--- src/rtl/uvr_pkg.sv ---
package uvr_pkg;

  // Output state; the encoding equals the level of the active-low reset pin.
  typedef enum logic {
    UVR_ASSERTED = 1'b0,
    UVR_RELEASED = 1'b1
  } uvr_state_e;

  localparam int UVR_THR_W = 2;

endpackage

--- src/rtl/uvr_flag_sync.sv ---
module uvr_flag_sync #(
  parameter int WIDTH  = 2,
  parameter int STAGES = 2
) (
  input  logic             clk,
  input  logic             rst_n,
  input  logic [WIDTH-1:0] async_i,
  output logic [WIDTH-1:0] sync_o
);

  logic [WIDTH-1:0] stage_q [STAGES];
  logic [WIDTH-1:0] stage_d [STAGES];

  for (genvar s = 0; s < STAGES; s++) begin : g_stage
    if (s == 0) begin : g_first
      always_comb stage_d[s] = async_i;
    end else begin : g_chain
      always_comb stage_d[s] = stage_q[s-1];
    end

    always_ff @(posedge clk or negedge rst_n) begin
      if (!rst_n) begin
        stage_q[s] <= '0;
      end else begin
        stage_q[s] <= stage_d[s];
      end
    end
  end

  assign sync_o = stage_q[STAGES-1];

endmodule

--- src/rtl/uvr_dwell_counter.sv ---
module uvr_dwell_counter #(
  parameter int CNT_W = 8
) (
  input  logic             clk,
  input  logic             rst_n,
  input  logic             cond_i,
  input  logic [CNT_W-1:0] limit_i,
  output logic             fire_o
);

  logic [CNT_W-1:0] cnt_q;
  logic [CNT_W-1:0] cnt_d;
  logic             cnt_en;
  logic             reached;

  // The condition has held for limit+1 samples once the count reaches the limit.
  assign reached = (cnt_q >= limit_i);
  assign fire_o  = cond_i && reached;

  always_comb begin
    cnt_en = 1'b0;
    cnt_d  = cnt_q;
    if (!cond_i) begin
      cnt_en = (cnt_q != '0);
      cnt_d  = '0;
    end else if (!reached) begin
      cnt_en = 1'b1;
      cnt_d  = cnt_q + 1'b1;
    end
  end

  always_ff @(posedge clk or negedge rst_n) begin
    if (!rst_n) begin
      cnt_q <= '0;
    end else if (cnt_en) begin
      cnt_q <= cnt_d;
    end
  end

  AST_CNT_CLEAR_ON_DROP: assert property (@(posedge clk) disable iff (!rst_n)
    !cond_i |=> (cnt_q == '0));

endmodule

--- src/rtl/uvr_reset_state.sv ---
module uvr_reset_state
  import uvr_pkg::*;
(
  input  logic clk,
  input  logic rst_n,
  input  logic fire_release_i,
  input  logic fire_assert_i,
  output logic rst_out_n,
  output logic evt_assert_o,
  output logic evt_release_o
);

  uvr_state_e state_q;
  uvr_state_e state_d;
  logic       evt_a_d;
  logic       evt_r_d;
  logic       evt_a_q;
  logic       evt_r_q;

  always_comb begin
    state_d = state_q;
    unique case (state_q)
      UVR_ASSERTED: if (fire_release_i) state_d = UVR_RELEASED;
      UVR_RELEASED: if (fire_assert_i)  state_d = UVR_ASSERTED;
      default:      state_d = UVR_ASSERTED;
    endcase
    evt_r_d = (state_q == UVR_ASSERTED) && (state_d == UVR_RELEASED);
    evt_a_d = (state_q == UVR_RELEASED) && (state_d == UVR_ASSERTED);
  end

  always_ff @(posedge clk or negedge rst_n) begin
    if (!rst_n) begin
      state_q <= UVR_ASSERTED;
      evt_a_q <= 1'b0;
      evt_r_q <= 1'b0;
    end else begin
      state_q <= state_d;
      evt_a_q <= evt_a_d;
      evt_r_q <= evt_r_d;
    end
  end

  assign rst_out_n     = state_q;
  assign evt_assert_o  = evt_a_q;
  assign evt_release_o = evt_r_q;

  AST_EVT_REL_ON_RISE: assert property (@(posedge clk) disable iff (!rst_n)
    $rose(rst_out_n) |-> evt_release_o);
  AST_EVT_ASR_ON_FALL: assert property (@(posedge clk) disable iff (!rst_n)
    $fell(rst_out_n) |-> evt_assert_o);
  AST_EVT_SINGLE: assert property (@(posedge clk) disable iff (!rst_n)
    evt_release_o |=> !evt_release_o);
  AST_EVT_EXCLUSIVE: assert property (@(posedge clk) disable iff (!rst_n)
    !(evt_release_o && evt_assert_o));

endmodule

--- src/rtl/uvr_reset_filter.sv ---
module uvr_reset_filter
  import uvr_pkg::*;
#(
  parameter int CNT_W       = 8,
  parameter int SYNC_STAGES = 2
) (
  input  logic                 clk,
  input  logic                 por_n,
  input  logic                 sup_above_i,
  input  logic                 sup_below_i,
  input  logic [CNT_W-1:0]     assert_dly,
  input  logic [CNT_W-1:0]     release_dly,
  input  logic [UVR_THR_W-1:0] thr_sel_i,
  output logic [UVR_THR_W-1:0] thr_sel_o,
  output logic                 rst_out_n,
  output logic                 evt_assert,
  output logic                 evt_release
);

  localparam int FLAG_N = 2;
  localparam int IDX_ABOVE = 0;
  localparam int IDX_BELOW = 1;

  logic [FLAG_N-1:0] flags_async;
  logic [FLAG_N-1:0] flags_sync;
  logic              s_above;
  logic              s_below;
  logic              cond_release;
  logic              cond_assert;
  logic              fire_release;
  logic              fire_assert;

  assign flags_async[IDX_ABOVE] = sup_above_i;
  assign flags_async[IDX_BELOW] = sup_below_i;

  uvr_flag_sync #(
    .WIDTH  (FLAG_N),
    .STAGES (SYNC_STAGES)
  ) u_sync (
    .clk     (clk),
    .rst_n   (por_n),
    .async_i (flags_async),
    .sync_o  (flags_sync)
  );

  assign s_above = flags_sync[IDX_ABOVE];
  assign s_below = flags_sync[IDX_BELOW];

  // The low-supply flag takes priority when both read high.
  assign cond_release = s_above && !s_below && (rst_out_n == UVR_ASSERTED);
  assign cond_assert  = s_below && (rst_out_n == UVR_RELEASED);

  uvr_dwell_counter #(.CNT_W(CNT_W)) u_rel_cnt (
    .clk     (clk),
    .rst_n   (por_n),
    .cond_i  (cond_release),
    .limit_i (release_dly),
    .fire_o  (fire_release)
  );

  uvr_dwell_counter #(.CNT_W(CNT_W)) u_asr_cnt (
    .clk     (clk),
    .rst_n   (por_n),
    .cond_i  (cond_assert),
    .limit_i (assert_dly),
    .fire_o  (fire_assert)
  );

  uvr_reset_state u_state (
    .clk            (clk),
    .rst_n          (por_n),
    .fire_release_i (fire_release),
    .fire_assert_i  (fire_assert),
    .rst_out_n      (rst_out_n),
    .evt_assert_o   (evt_assert),
    .evt_release_o  (evt_release)
  );

  assign thr_sel_o = thr_sel_i;

  AST_RELEASE_QUALIFIED: assert property (@(posedge clk) disable iff (!por_n)
    $rose(rst_out_n) |-> ($past(s_above) && !$past(s_below)));
  AST_ASSERT_QUALIFIED: assert property (@(posedge clk) disable iff (!por_n)
    $fell(rst_out_n) |-> $past(s_below));
  AST_BAND_HOLD: assert property (@(posedge clk) disable iff (!por_n)
    (!s_above && !s_below) |=> $stable(rst_out_n));
  AST_BELOW_BLOCKS_RELEASE: assert property (@(posedge clk) disable iff (!por_n)
    (s_below && !rst_out_n) |=> !rst_out_n);

endmodule

--- config.mk ---
export PLATFORM = sky130hd
export DESIGN_NAME = uvr_reset_filter
export DESIGN_NICKNAME = d
export VERILOG_FILES = /design/src/rtl/uvr_pkg.sv /design/src/rtl/uvr_flag_sync.sv /design/src/rtl/uvr_dwell_counter.sv /design/src/rtl/uvr_reset_state.sv /design/src/rtl/uvr_reset_filter.sv
export SDC_FILE = /design/constraint.sdc
export NUM_CORES = 1
export LEC_CHECK = 0
export ABC_AREA = 1
export BUFFER_PORTS_ARGS = -buffer_cell sky130_fd_sc_hd__buf_2
export CAP_MARGIN = 20
export CORE_UTILIZATION = 30
export CTS_CLUSTER_DIAMETER = 80
export DETAILED_ROUTE_END_ITERATION = 7
export PLACE_DENSITY_LB_ADDON = 0.25
export SLEW_MARGIN = 20
export SYNTH_ARGS = -nofsm -noshare
export SYNTH_HDL_FRONTEND = slang
export SYNTH_SLANG_ARGS = --single-unit
--- constraint.sdc ---
create_clock -name clk -period 2.2 [get_ports clk]
set_input_delay 0.33 -clock clk [delete_from_list [all_inputs] [get_ports clk]]
set_output_delay 0.33 -clock clk [all_outputs]
set_load 0.05 [all_outputs]
* Yosys cells after proc, flatten, opt, wreduce, memory -nomap -nowiden
Cells that the tools add are included.
** Operators by class
- Add/sub/neg operators :: 2
- $mul :: 0
- Divide/modulo/power cells :: 0
- $lt $le $gt $ge :: 2
- Equality and inequality tests :: 2
- Shift-type cells :: 0
- Muxes and demuxes :: 11
- Bitwise logic cells :: 2
- Reductions and logical operators :: 12
** Operator list (count)
- $mux W8 :: 4
- $add A8 B1 Y8 const B :: 2
- $ge A8 B8 Y1 :: 2
- $reduce_bool A8 Y1 :: 2
- $logic_and A1 B1 Y1 :: 7
- $mux W1 :: 6
- $ne A2 B2 Y1 const B :: 2
- $reduce_and A2 Y1 :: 2
- $not A1 Y1 :: 2
- $pmux W1 S2 :: 1
- $logic_not A1 Y1 :: 1
** Storage, ports and cells
- Flip-flop bits (word level) :: 23
- Latch bits :: 0
- RAM bits :: 0
- Memory bits (read-only) :: 0
- Input bits :: 22
- Output and inout bits :: 5
- Word-level logic and storage cells :: 38
- Memories kept :: 0

* Longest topological paths before layout
- Word-level depth :: 8
- Depth in mapped cells :: 12
- Gate-level depth less buffers :: 12

* Cells and area by module
From an unflattened synthesis, not the netlist that was laid out.
** Second synthesis, totals
- Cells, all modules :: 272
- Area total of the unflattened synthesis :: 1858.0 sq um
** By module, submodules not included
- uvr_dwell_counter :: times used 2, cells an instance 125, area each 805.8 sq um
- uvr_reset_state :: times used 1, cells an instance 11, area each 110.1 sq um
- uvr_flag_sync :: times used 1, cells an instance 4, area each 100.1 sq um
- uvr_reset_filter :: times used 1, cells an instance 7, area each 36.3 sq um

* Worst setup path before layout
Ideal clock, no wire load.
- Path type :: register -> register
- Start point :: reg u_rel_cnt.cnt_q[7]
- End point :: reg u_rel_cnt.cnt_q[6]
- Arrival :: 1.350 ns
- Setup slack :: 0.732 ns
- Cell stages (with the launch flop) :: 7
- Path through :: dfrtp_1 > ha_1 > a21o_1 > nor2_4 > nand4_2 > nand3_1 > nand2_1
** Between the ends
- Cells in the longest elaborated chain, start to end :: 4
** Ends and longest elaborated chain
- from (decl) :: line uvr_dwell_counter.sv:11 : logic [CNT_W-1:0] cnt_q;
- from (signal assigned) :: line uvr_dwell_counter.sv:36 : cnt_q <= cnt_d;
- $ge A8 B8 Y1 :: line uvr_dwell_counter.sv:17 : assign reached = (cnt_q >= limit_i);
- $mux W1 :: line uvr_dwell_counter.sv:26 : end else if (!reached) begin
- $mux W1 :: line uvr_dwell_counter.sv:23 : if (!cond_i) begin
- $reduce_and A2 Y1 (no line) *
Every way passes the cells marked *; elsewhere a longest branch is shown, timed or not.
A chain may end at the register's enable or synchronous reset.

* Worst setup path after layout
- Start point :: reg u_rel_cnt.cnt_q[7]
- End point :: reg u_rel_cnt.cnt_q[0]
Same word-level chain as after synthesis.

==> reports/qor.txt <==
mapped cell area - 0.00173 mm^2
CTS sink cnt - 23
sequential power share - 42.8%
Hold WS - 0.0401 ns
Post-synth EDFFs - 0
sw power - 447 uW
Peak VDD IR - 0.249 mV
Mapped Nets - 276
n_diodes - 0
CTS tree - done
GP Congestion - 0.791
fin crit period - 1.65 ns
DRC violations left - 0
Post-Route M1 WL - 1780 um
Syn Inst Count - 234
# nets final - 301
IO Port Bufs - 22
Int Power - 742 uW
skew final - 0.00831 ns
FP Rows - 27
Fmax - 0.605 GHz
Buf/Inv on CP - 0
Worst Path Max Fanout - 8
postcts setup bufs - 0
Post-Synth Simple-Gate Area - 34.6%
Compound-Gate Fraction of Synth Area - 6.51%
first-pass iteration count of the detailed router - 4
worst rel slew slack - 64.7%
post-synth top area cell - dfrtp_1
wire per inst - 10.4 um
final total negative setup slack - 0 ns
count of cell types in the netlist - 27
unrepaired setup endpoints after global routing - false
Final Slew Violations - 0
Core Region - 0.00554 mm^2
Die Ht - 77.9 um
Vias - 1497
hold buffer count at cts - 0
initial antenna violation count - 0
YS warnings - 0
H-tree levels - 1
combinational power share - 35.5%
Met2 Routed Length - 1550 um
CP top delay family - simple AND/OR/NAND/NOR gates
Commonest cells post-synth - nand2_1 (64), inv_1 (35), nand3_1 (28)
DRT antenna net count - 0
CP Class - reg -> reg
status - complete, no violations
total gr overflow - 0
post-synthesis mux area share - 0%
HP Class - in -> async
CTS Root Cell - clkbuf_8
Setup-failing EPs final - 0
final wirelength - 3450 um
post-cts sizing count - 0
area of the die - 0.00607 mm^2
top-count cell post-synth - nand2_1
Post-Synth XOR/XNOR Area - 2.03%
ys flop type - dfrtp_1
final hold vios - 0
DRT iter0 DRCs - 62
sequential fraction of the synthesis area - 33.3%
Fill cells - 611
starting density of the core - 31.2%
layout cell share with drive strength beyond 1 - 15.9%
IO Pins - 27
Sw Share - 37.6%
first-pass GRT wire length - 6150 um
number of global-route vias before repair - 1378
clk_lat worst skew - 0.26 ns
static leakage - 1.10 nW
ranking of synthesized cells by area - dfrtp_1 (33%), ha_1 (14%), nand2_1 (14%)
largest family of logic cells by synthesized area - simple AND/OR/NAND/NOR gates
clock-pin slew on the worst setup and hold paths - 0.08 ns
CP endpoint kind - register
area share of the largest cell type after synthesis - 33.3%
top sig layer - met4
post-DP HPWL - 2620 um
final period utilization - 75.1%
CTS buffer count - 3
max-cap viol count - 0
CP Cell Sequence - ha_1, a21o_1, nor2_4, nand4_2, nand3_1, nand2_1
post-synthesis register bit count - 23
Chip Width - 77.9 um
routed vias/inst - 4.54
pin count of the biggest net entering global routing - 24
Synth-to-Final Area Change - 13.3%
clk buf depth - 2
Cell Pwr Density - 607 mW/mm^2
Synth Area in Adders - 14.5%
total track usage - 12.6%
part of the power in the clock network - 21.8%
Worst-Margin Slew - 0.529 ns
CP arrival - 1.80 ns
slowest stage delay, CP - 0.45 ns
met3 wire length - 88 um
asr flop ratio synth - 100%
Setup crit start kind - register
Avg Inst Size Synth - 7.39 um^2
Worst path slowest cell - dfrtp_1
Worst Path Required - 2.35 ns
==> layout make-up <==
class | instances | area [um^2] | share of cell area, %
inverters | 38 | 143 | 7.28
clock buffers | 4 | 45.0 | 2.30
flip-flops and latches | 23 | 576 | 29.4
multi-input cells | 171 | 996 | 50.8
repair buffers | 22 | 110 | 5.62
well taps | 72 | 90.1 | 4.60
==> per-stage QoR <==
| step | total power, mW | setup slack, ns | area (um^2) | utilization [%] | instances |
|---|---|---|---|---|---|
| after global routing | 1.31 | 0.359 | 1960 | 35.4 | 330 |
| after detailed placement | 0.946 | 0.547 | 1910 | 34.6 | 326 |
| final | 1.19 | 0.548 | 1960 | 35.4 | 330 |
| after floorplan | 0.839 | 0.732 | 1730 | - | 234 |
| after global placement | 0.950 | 0.551 | 1910 | 34.6 | 326 |
| after CTS | 1.22 | 0.538 | 1960 | 35.4 | 330 |
==> cells by family after synthesis <==
logic type                 Yosys count
adders and majority gates           20
DFF                                 23
AOI/OAI and AO/OA                   19
and+or+nand+nor                    128
xor gates and xnor gates             4
buffers and inverters               40
==> layout by cell type (no fill, tap or decap), types with 3 or more instances in the layout <==
cell	n
nand3_2	3
a21oi_1	10
buf_2	22
xor2_1	3
nand2_1	64
inv_1	35
dfrtp_1	23
nor2_1	17
nand4_1	5
clkbuf_8	3
nand2_2	3
ha_1	20
nand3_1	28
o21ai_0	6
==> sequential cells by signal, summed over array words and instances, names as in the netlist <==
name / flops
u_sync.stage_d: 2
u_state.evt_release_o: 1
u_state.evt_assert_o: 1
u_state.rst_out_n: 1
u_rel_cnt.cnt_q: 8
u_sync.sync_o: 2
u_asr_cnt.cnt_q: 8
==> power by group through the flow <==
stage	Clock, mW	Combinational, mW	Sequential, mW
after floorplan	0	0.315	0.524
after global placement	0	0.431	0.519
after detailed placement	0	0.427	0.520
after CTS	0.276	0.429	0.510
after global routing	0.293	0.496	0.519
final	0.259	0.422	0.509
==> layer usage <==
metal  GRT usage (%)  up-vias
met2            20.7       18
met3            2.12        4
li1                -      800
met4            2.78        0
met1            17.2      675
met5               0        -
==> final timing paths <==
check	slack [ns]	cells after the start	endpoint	startpoint
worst min register to register	0.35	0	u_sync.sync_o[1]	u_sync.stage_d[1]
worst max register to register	0.55	6	u_rel_cnt.cnt_q[0]	u_rel_cnt.cnt_q[7]
max in group asynchronous	1.80	1	u_rel_cnt.cnt_q[1]	por_n
min in group clk	0.18	1	u_sync.stage_d[1]	sup_below_i
worst min-delay path	0.04	1	u_asr_cnt.cnt_q[6]	por_n
worst max-delay path	0.55	6	u_rel_cnt.cnt_q[0]	u_rel_cnt.cnt_q[7]
No activity file was read; power rests on OpenSTA's default activity.
